$ cat config.mk
export PLATFORM = sky130hd
export DESIGN_NAME = enc_wdt
export DESIGN_NICKNAME = d
export VERILOG_FILES = /design/src/rtl/enc_wdt_pkg.sv /design/src/rtl/enc_wdt_interval.sv /design/src/rtl/enc_wdt_countdown.sv /design/src/rtl/enc_wdt.sv
export SDC_FILE = /design/constraint.sdc
export NUM_CORES = 1
export LEC_CHECK = 0
export ABC_CLOCK_PERIOD_IN_PS = 2400
export CORE_MARGIN = 2
export CORE_UTILIZATION = 49
export DETAILED_ROUTE_END_ITERATION = 8
export GPL_TIMING_DRIVEN = 0
export PLACE_DENSITY = 0.75
export SYNTH_ARGS = -nofsm -noshare
export SYNTH_HDL_FRONTEND = slang
export SYNTH_HIERARCHICAL = 1
export SYNTH_SLANG_ARGS = --single-unit
$ cat constraint.sdc
create_clock -name clk_i -period 2.4 [get_ports clk_i]
set_input_delay 0.36 -clock clk_i [delete_from_list [all_inputs] [get_ports clk_i]]
set_output_delay 0.36 -clock clk_i [all_outputs]
set_load 0.01 [all_outputs]
$ cat src/rtl/enc_wdt_pkg.sv
package enc_wdt_pkg;
    localparam int ADDR_W = 2;

    typedef enum logic [ADDR_W-1:0] {
        REG_CFG  = 2'd0,
        REG_FLAG = 2'd1,
        REG_CAL  = 2'd2,
        REG_NONE = 2'd3
    } reg_addr_e;

    localparam int DATA_W      = 8;
    localparam int STEER_BIT   = 7;
    localparam int CAL_CLR_BIT = 6;
endpackage

$ cat src/rtl/enc_wdt_interval.sv
module enc_wdt_interval #(
    parameter int MULT_W = 5,
    parameter int RES_W  = 2,
    parameter int CNT_W  = MULT_W + 2 * ((1 << RES_W) - 1)
) (
    input  logic [MULT_W+RES_W-1:0] cfg_i,
    output logic [CNT_W-1:0]        interval_o
);
    localparam int NCODES = 1 << RES_W;

    logic [MULT_W-1:0] mult;
    logic [RES_W-1:0]  code;
    logic [CNT_W-1:0]  scaled [NCODES];

    assign mult = cfg_i[MULT_W+RES_W-1:RES_W];
    assign code = cfg_i[RES_W-1:0];

    for (genvar c = 0; c < NCODES; c++) begin : g_scale
        assign scaled[c] = CNT_W'(mult) << (2 * c);
    end

    assign interval_o = scaled[code];
endmodule

$ cat src/rtl/enc_wdt_countdown.sv
module enc_wdt_countdown #(
    parameter int CNT_W = 11
) (
    input  logic             clk_i,
    input  logic             rst_ni,
    input  logic             load_i,
    input  logic [CNT_W-1:0] interval_i,
    input  logic             tick_i,
    output logic             expire_o
);
    typedef struct packed {
        logic [CNT_W-1:0] cnt;
        logic             armed;
    } cd_state_t;

    cd_state_t st_d, st_q;
    logic      last_tick;

    always_comb begin
        st_d      = st_q;
        last_tick = st_q.armed && tick_i && (st_q.cnt == CNT_W'(1));
        expire_o  = last_tick && !load_i;
        if (load_i) begin
            st_d.cnt   = interval_i;
            st_d.armed = (interval_i != '0);
        end else if (st_q.armed && tick_i) begin
            if (last_tick) begin
                st_d.cnt   = '0;
                st_d.armed = 1'b0;
            end else begin
                st_d.cnt = st_q.cnt - CNT_W'(1);
            end
        end
    end

    always_ff @(posedge clk_i or negedge rst_ni) begin
        if (!rst_ni) st_q <= '0;
        else         st_q <= st_d;
    end
endmodule

$ cat src/rtl/enc_wdt.sv
module enc_wdt
    import enc_wdt_pkg::*;
#(
    parameter int MULT_W = 5,
    parameter int RES_W  = 2
) (
    input  logic              clk_i,
    input  logic              rst_ni,
    input  logic              tick_i,
    input  logic              bus_sel_i,
    input  logic              bus_wr_i,
    input  logic [ADDR_W-1:0] bus_addr_i,
    input  logic [DATA_W-1:0] bus_wdata_i,
    output logic [DATA_W-1:0] bus_rdata_o,
    output logic              irq_o,
    output logic              sys_rst_req_o
);
    localparam int CFG_W = MULT_W + RES_W;
    localparam int CNT_W = MULT_W + 2 * ((1 << RES_W) - 1);

    typedef struct packed {
        logic [DATA_W-1:0] cfg;
        logic [DATA_W-1:0] cal;
        logic              flag;
        logic              irq;
        logic              rst_req;
    } top_state_t;

    top_state_t        st_d, st_q;
    logic              cfg_access;
    logic              cfg_write;
    logic [CFG_W-1:0]  cfg_src;
    logic [CNT_W-1:0]  interval;
    logic              expire;

    assign cfg_access = bus_sel_i && (bus_addr_i == REG_CFG);
    assign cfg_write  = cfg_access && bus_wr_i;
    assign cfg_src    = cfg_write ? bus_wdata_i[CFG_W-1:0] : st_q.cfg[CFG_W-1:0];

    enc_wdt_interval #(
        .MULT_W (MULT_W),
        .RES_W  (RES_W),
        .CNT_W  (CNT_W)
    ) u_interval (
        .cfg_i      (cfg_src),
        .interval_o (interval)
    );

    enc_wdt_countdown #(
        .CNT_W (CNT_W)
    ) u_countdown (
        .clk_i      (clk_i),
        .rst_ni     (rst_ni),
        .load_i     (cfg_access),
        .interval_i (interval),
        .tick_i     (tick_i),
        .expire_o   (expire)
    );

    always_comb begin
        st_d         = st_q;
        st_d.irq     = 1'b0;
        st_d.rst_req = 1'b0;
        if (bus_sel_i && bus_wr_i) begin
            case (bus_addr_i)
                REG_CFG: st_d.cfg = bus_wdata_i;
                REG_CAL: st_d.cal = bus_wdata_i;
                default: ;
            endcase
        end
        if (cfg_access) begin
            st_d.flag = 1'b0;
        end else if (expire) begin
            st_d.flag = 1'b1;
            if (st_q.cfg[STEER_BIT]) begin
                st_d.cfg              = '0;
                st_d.cal[CAL_CLR_BIT] = 1'b0;
                st_d.rst_req          = 1'b1;
            end else begin
                st_d.irq = 1'b1;
            end
        end
    end

    always_ff @(posedge clk_i or negedge rst_ni) begin
        if (!rst_ni) st_q <= '0;
        else         st_q <= st_d;
    end

    always_comb begin
        bus_rdata_o = '0;
        if (bus_sel_i && !bus_wr_i) begin
            case (bus_addr_i)
                REG_CFG:  bus_rdata_o = st_q.cfg;
                REG_FLAG: bus_rdata_o = {st_q.flag, {(DATA_W-1){1'b0}}};
                REG_CAL:  bus_rdata_o = st_q.cal;
                default:  bus_rdata_o = '0;
            endcase
        end
    end

    assign irq_o         = st_q.irq;
    assign sys_rst_req_o = st_q.rst_req;

    logic              mon_flag;
    logic [DATA_W-1:0] mon_cfg;
    logic [DATA_W-1:0] mon_cal;
    assign mon_flag = st_q.flag;
    assign mon_cfg  = st_q.cfg;
    assign mon_cal  = st_q.cal;
endmodule

Word-level counts from Yosys, hierarchy flattened

Index checks and enable logic that the tools add are counted.

Register bits after elaboration: 31
Output and inout port bits: 10

Add/subtract/negate cells: 1
Magnitude comparators: 1
Equal/unequal tests: 3
Mux-type cells: 24
Bitwise gates (word level): 1
Reductions and logical operators: 16

Operator list:

| operator                                                              | number |
|---|---|
| 8-bit 2-to-1 mux                                                      | 6 |
| 11-bit 2-to-1 mux                                                     | 3 |
| 12-bit 2-to-1 mux                                                     | 2 |
| 8-bit one-hot mux with 3 select lines                                 | 1 |
| 11-bit binary-select mux with 2-bit select                            | 1 |
| 16-bit 2-to-1 mux                                                     | 1 |
| 11-bit by 1-bit == test with 1-bit output (second input constant)     | 1 |
| 11-bit nonzero test                                                   | 1 |
| 11-bit by 1-bit subtractor with 11-bit output (second input constant) | 1 |
| 1-bit logical AND                                                     | 7 |
| 1-bit 2-to-1 mux                                                      | 7 |
| 7-bit 2-to-1 mux                                                      | 1 |
| 2-bit nonzero test                                                    | 3 |
| 2-bit AND reduction                                                   | 2 |
| 3-bit >= comparator (second input constant)                           | 1 |
| 3-bit 2-to-1 mux                                                      | 1 |
| 2-bit inverter with 3-bit output                                      | 1 |
| 2-bit by 1-bit == test with 1-bit output (second input constant)      | 1 |
| 2-bit == test (second input constant)                                 | 1 |
| 1-bit logical NOT                                                     | 2 |
| 2-bit logical NOT                                                     | 1 |
| 2-bit 2-to-1 mux                                                      | 1 |

Logic depth before layout (Yosys ltp)

Depth in word-level cells: 10
Gate-level depth with buffers: 9

Modules after synthesis

The synthesis kept the hierarchy.

Modules (own cells, without submodules):

| module            | times used | cells an instance | area an instance (um^2) | sequential area each (um^2) |
|---|---|---|---|---|
| enc_wdt           | 1          | 76                | 993.5                   | 475.5 |
| enc_wdt_countdown | 1          | 84                | 749.5                   | 300.3 |
| enc_wdt_interval  | 1          | 20                | 150.1                   | 0.0 |

Worst setup path after synthesis

No wires, ideal clock.

Path kind: input to register
Start: in bus_addr_i[0]
End: reg u_countdown/st_q[0] (netlist name)
Setup time: 120 ps
Arrival time: 2189 ps
Data required time: 2280 ps
Setup slack: 91 ps
Stages on the path: 8
Path buffers: 1
Path through: and4bb_1 -> buf_6 -> mux2_4 -> mux2_4 -> a22o_1 -> nor4_1 -> a31oi_1 -> a31o_2

Word-level cells in the longest chain between the ends: 10
Elaborated cells on any way between the ends: 13

RTL lines:

| item                                                   | RTL line                | RTL |
|---|---|---|
| from (decl)                                            | enc_wdt.sv:12           | `input logic [ADDR_W-1:0] bus_addr_i,` |
| 2-bit logical NOT                                      | enc_wdt.sv:36           | `assign cfg_access = bus_sel_i && (bus_addr_i == REG_CFG);` |
| 1-bit logical AND                                      | enc_wdt.sv:36           |  |
| 1-bit logical AND                                      | enc_wdt.sv:37           | `assign cfg_write = cfg_access && bus_wr_i;` |
| 7-bit 2-to-1 mux                                       | enc_wdt.sv:38           | `assign cfg_src = cfg_write ? bus_wdata_i[CFG_W-1:0] : st_q.cfg[CFG_W-1:0];` |
| named net cfg_src[1]                                   | enc_wdt.sv:32           | `logic [CFG_W-1:0] cfg_src;` |
| 2-bit inverter with 3-bit output (not written as such) | enc_wdt_interval.sv:22  | `assign interval_o = scaled[code];` |
| 11-bit binary-select mux with 2-bit select             | enc_wdt_interval.sv:22  |  |
| 11-bit 2-to-1 mux (not written as such) (2 in a row)   | enc_wdt_interval.sv:22  |  |
| named net interval[6]                                  | enc_wdt.sv:33           | `logic [CNT_W-1:0] interval;` |
| 11-bit nonzero test                                    | enc_wdt_countdown.sv:25 | `st_d.armed = (interval_i != '0);` |
| 12-bit 2-to-1 mux                                      | enc_wdt_countdown.sv:23 | `if (load_i) begin` |
| to (signal assigned)                                   | enc_wdt_countdown.sv:38 | `else st_q <= st_d;` |
| to (decl)                                              | enc_wdt_countdown.sv:16 | `cd_state_t st_d, st_q;` |

The timed path passes the listed nets, and every way through them passes these cells. The select of a mux whose other input is x is not followed.
A chain may end at the register's enable or synchronous reset.

Worst setup path in the final report

Same ends and word-level chain as after synthesis.

==> results.toml <==
[drt]
vias = 1465
drc = 0
drt-total-wl_um = 4100
firstDrtPassIters = 4
wl_per_cell_um = 15.6
vias_per_cell = 5.59
final_antenna_net_count = 0
detail_route.iter0.violations = 102

[pwr]
cellPowerDensity_mw_per_mm2 = 822
p_leak_nw = 1.05
combPwrFrac_pct = 36.1
p_seq_share_pct = 41.2
power.switching_mw = 0.636
switching_share_pct = 32.9
clock_power_share_pct = 22.7
internal_power_mw = 1.30
irDropWorstVdd_uv = 495

[floorplanning]
ios = 25
core_mm2 = 0.00369
die_h_um = 66.2
rows = 22
die-area_mm2 = 0.00438
initial_utilization_pct = 51.3
die_x_um = 66.2

[status]
outcome = "finished with violations"
violations = "negative setup slack"

[logic_synthesis]
yosys-top-cells-area = "dfrtp_1, mux2i_1, mux2_4"
yosysUniqueCellTypes = 49
yosysMostFrequentCell = "dfrtp_1"
ys_seq_area_share_pct = 41.0
ys_seq_elements = 31
synth_top_area_share_pct = 41.0
ys.warnings.count = 6
yosysTopAreaCell = "dfrtp_1"
synth-edff-count = 0
synth_cells = 180
syn_avg_cell_area_um2 = 10.5
synth_common_cells = "dfrtp_1, nor2_1, mux2i_1, nand2_1, o21ai_0"
syn-cell-area_mm2 = 0.00189
syn_nets = 197
synth_ff_type = "dfrtp_1"
synthArstFlopShare_pct = 100

[cells_and_area]
syn_to_final_growth_pct = 24.3
drive_gt1_share_pct = 21.5
final_nets = 230
insertedDiodeCount = 0
num-fill-cells = 320
fin_area_mm2 = 0.00235
fin_cells = 262
post-route-util_pct = 63.8
multi_input_area_mm2 = 0.00107
seq_area_um2 = 776

[setup_path]
slowest_stage = "mux2_4"
critical_path.max_fanout = 6
crit_path_start_kind = "input pin"
cp_common_cell = "mux2_4"
path_cells = "dlygate4sd2_1 -> and4bb_1 -> buf_6 -> mux2_4 -> mux2_4 -> a22o_1 -> nor4_2 -> a31oi_1 -> a31o_2"
cp-end-kind = "flop"
cpPeakStageDelay_ps = 320
crit_type = "in -> reg"
cp_num_buf_inv = 2
critPathTopFamily = "multiplexers"
worstPathRequired_ps = 2570
arrival_ps = 2580

[cts]
htreeDepth = 2
cts_max_path_buffers = 2
numCtsBuffers = 5
ctsHoldBuffers = 0
clock_latency_ps = 270
cts.sinks = 31
cts_root_buf = "clkbuf_8"
path_clk_slew_ps = 60
cts_tree = "yes"

[sta]
fmax_ghz = 0.414
rsz0062_at_grt = "yes"
period_needed_ps = 2420
hold_violations = 0
drv_slew = 0
slew_headroom_pct = 44.2
min_period_over_period_pct = 101
fin_skew_ps = 1.89
setup_violations = 1
tns_ps = -16.8
tightest_slew_ps = 835
fin_ws_ps = -16.8

[grt]
grt_pass1_vias = 1541
antenna_found_initial = 0
overflow = 0
grt_pass1_wl_um = 7060
grt_usage_pct = 21.6
grt_max_degree = 17

[place]
place_hpwl_um = 2990
dp_slack_ps = -574
dpl-instance-area_mm2 = 0.00222
dp_cells = 253
globalplace.congestion = 0.886
numPortBuffers = 24

[flow_run]
drv_cap = 0

[min_path]
hold_class = "reg -> reg"
## layout make-up
type	instances	share of cell area, %
plain buffers	6	1.97
clock buffers	8	4.25
well taps	48	2.55
inverters	5	0.797
flip-flops and latches	31	33.0
multi-input cells	137	45.7
repair buffers	27	11.8
## power by group through the flow
stage	clock, mW	combinational, mW	sequential, mW
final	0.440	0.698	0.797
after global routing	0.483	0.779	0.819
after CTS	0.460	0.682	0.794
after detailed placement	0	0.675	0.801
after global placement	0	0.648	0.790
after floorplan	0	0.526	0.768
## cells in the final DEF (no fill, tap or decap), drive strengths merged, types with 3 or more instances in the layout
master | Yosys | layout
xor2 | 4 | 4
clkdlybuf4s50 | 0 | 20
buf | 5 | 8
mux2i | 14 | 14
nor3b | 4 | 4
nor2 | 22 | 22
dfrtp | 31 | 31
dlygate4sd2 | 0 | 4
inv | 4 | 4
nor3 | 4 | 4
nand2 | 11 | 11
mux2 | 14 | 14
o21ai | 9 | 9
nor2b | 10 | 10
a31oi | 3 | 3
clkbuf | 2 | 9
a22o | 3 | 3
or3 | 4 | 4
nand4b | 3 | 3
## flip-flops by register name, indices dropped and copies added (netlist names)
name / cells
mon_cal: 8
sys_rst_req_o: 1
mon_flag: 1
irq_o: 1
u_countdown/st_q: 12
mon_cfg: 8
## per-stage QoR
stage,total power [mW],hold slack [ps]
finish,1.93,505
floorplan,1.29,64.4
detailed placement,1.48,494
global route,2.08,536
CTS,1.93,507
global placement,1.44,487
## tightest hold or removal path, cell delays in order, from the launching register on
cell and delay (ps):
dfrtp_1 350, nor2_1 40, nor2_1 70
## metal layers
| metal | vias up | share of wire [%] | global-route usage (%) |
|---|---|---|---|
| met1 | 720 | 45 | 25.7 |
| met2 | 31 | 51 | 36.0 |
| met5 | - | 0 | 0 |
| li1 | 710 | - | - |
| met3 | 4 | 2.8 | 6.13 |
| met4 | 0 | 0.85 | 9.95 |
## repair_timing
action / in CTS / in global routing
pin swaps: 2 / 0
gates resized for setup: 6 / 5
endpoints found under the setup margin: 19 / 18
setup buffers: 2 / 0
## kinds of logic after synthesis
kind of cell	count (synthesis)	synth area share [%]
flops	31	41.0
buf+inv	12	3.30
compound gates	29	10.7
xor+xnor	5	2.31
mux	28	17.1
simple gates	73	24.3
fa+ha+maj	2	1.32
## path summary, 6_finish.rpt
path                                                       from                               to  slack, ps  cells after the start
min in group asynchronous                                rst_ni             mon_flag$_DFFE_PN0P_        560                      1
worst min register to register             mon_flag$_DFFE_PN0P_             mon_flag$_DFFE_PN0P_        500                      2
worst max register to register  u_countdown/st_q[2]$_DFFE_PN0P_             mon_cfg[7]$_DFF_PN0_        110                      9
worst max-delay path                              bus_addr_i[0]  u_countdown/st_q[0]$_DFFE_PN0P_        -20                      9
max in group asynchronous                                rst_ni             mon_cfg[3]$_DFF_PN0_       1280                      2
worst min-delay path                       mon_flag$_DFFE_PN0P_             mon_flag$_DFFE_PN0P_        500                      2
Power figures use the tool's default switching activity.
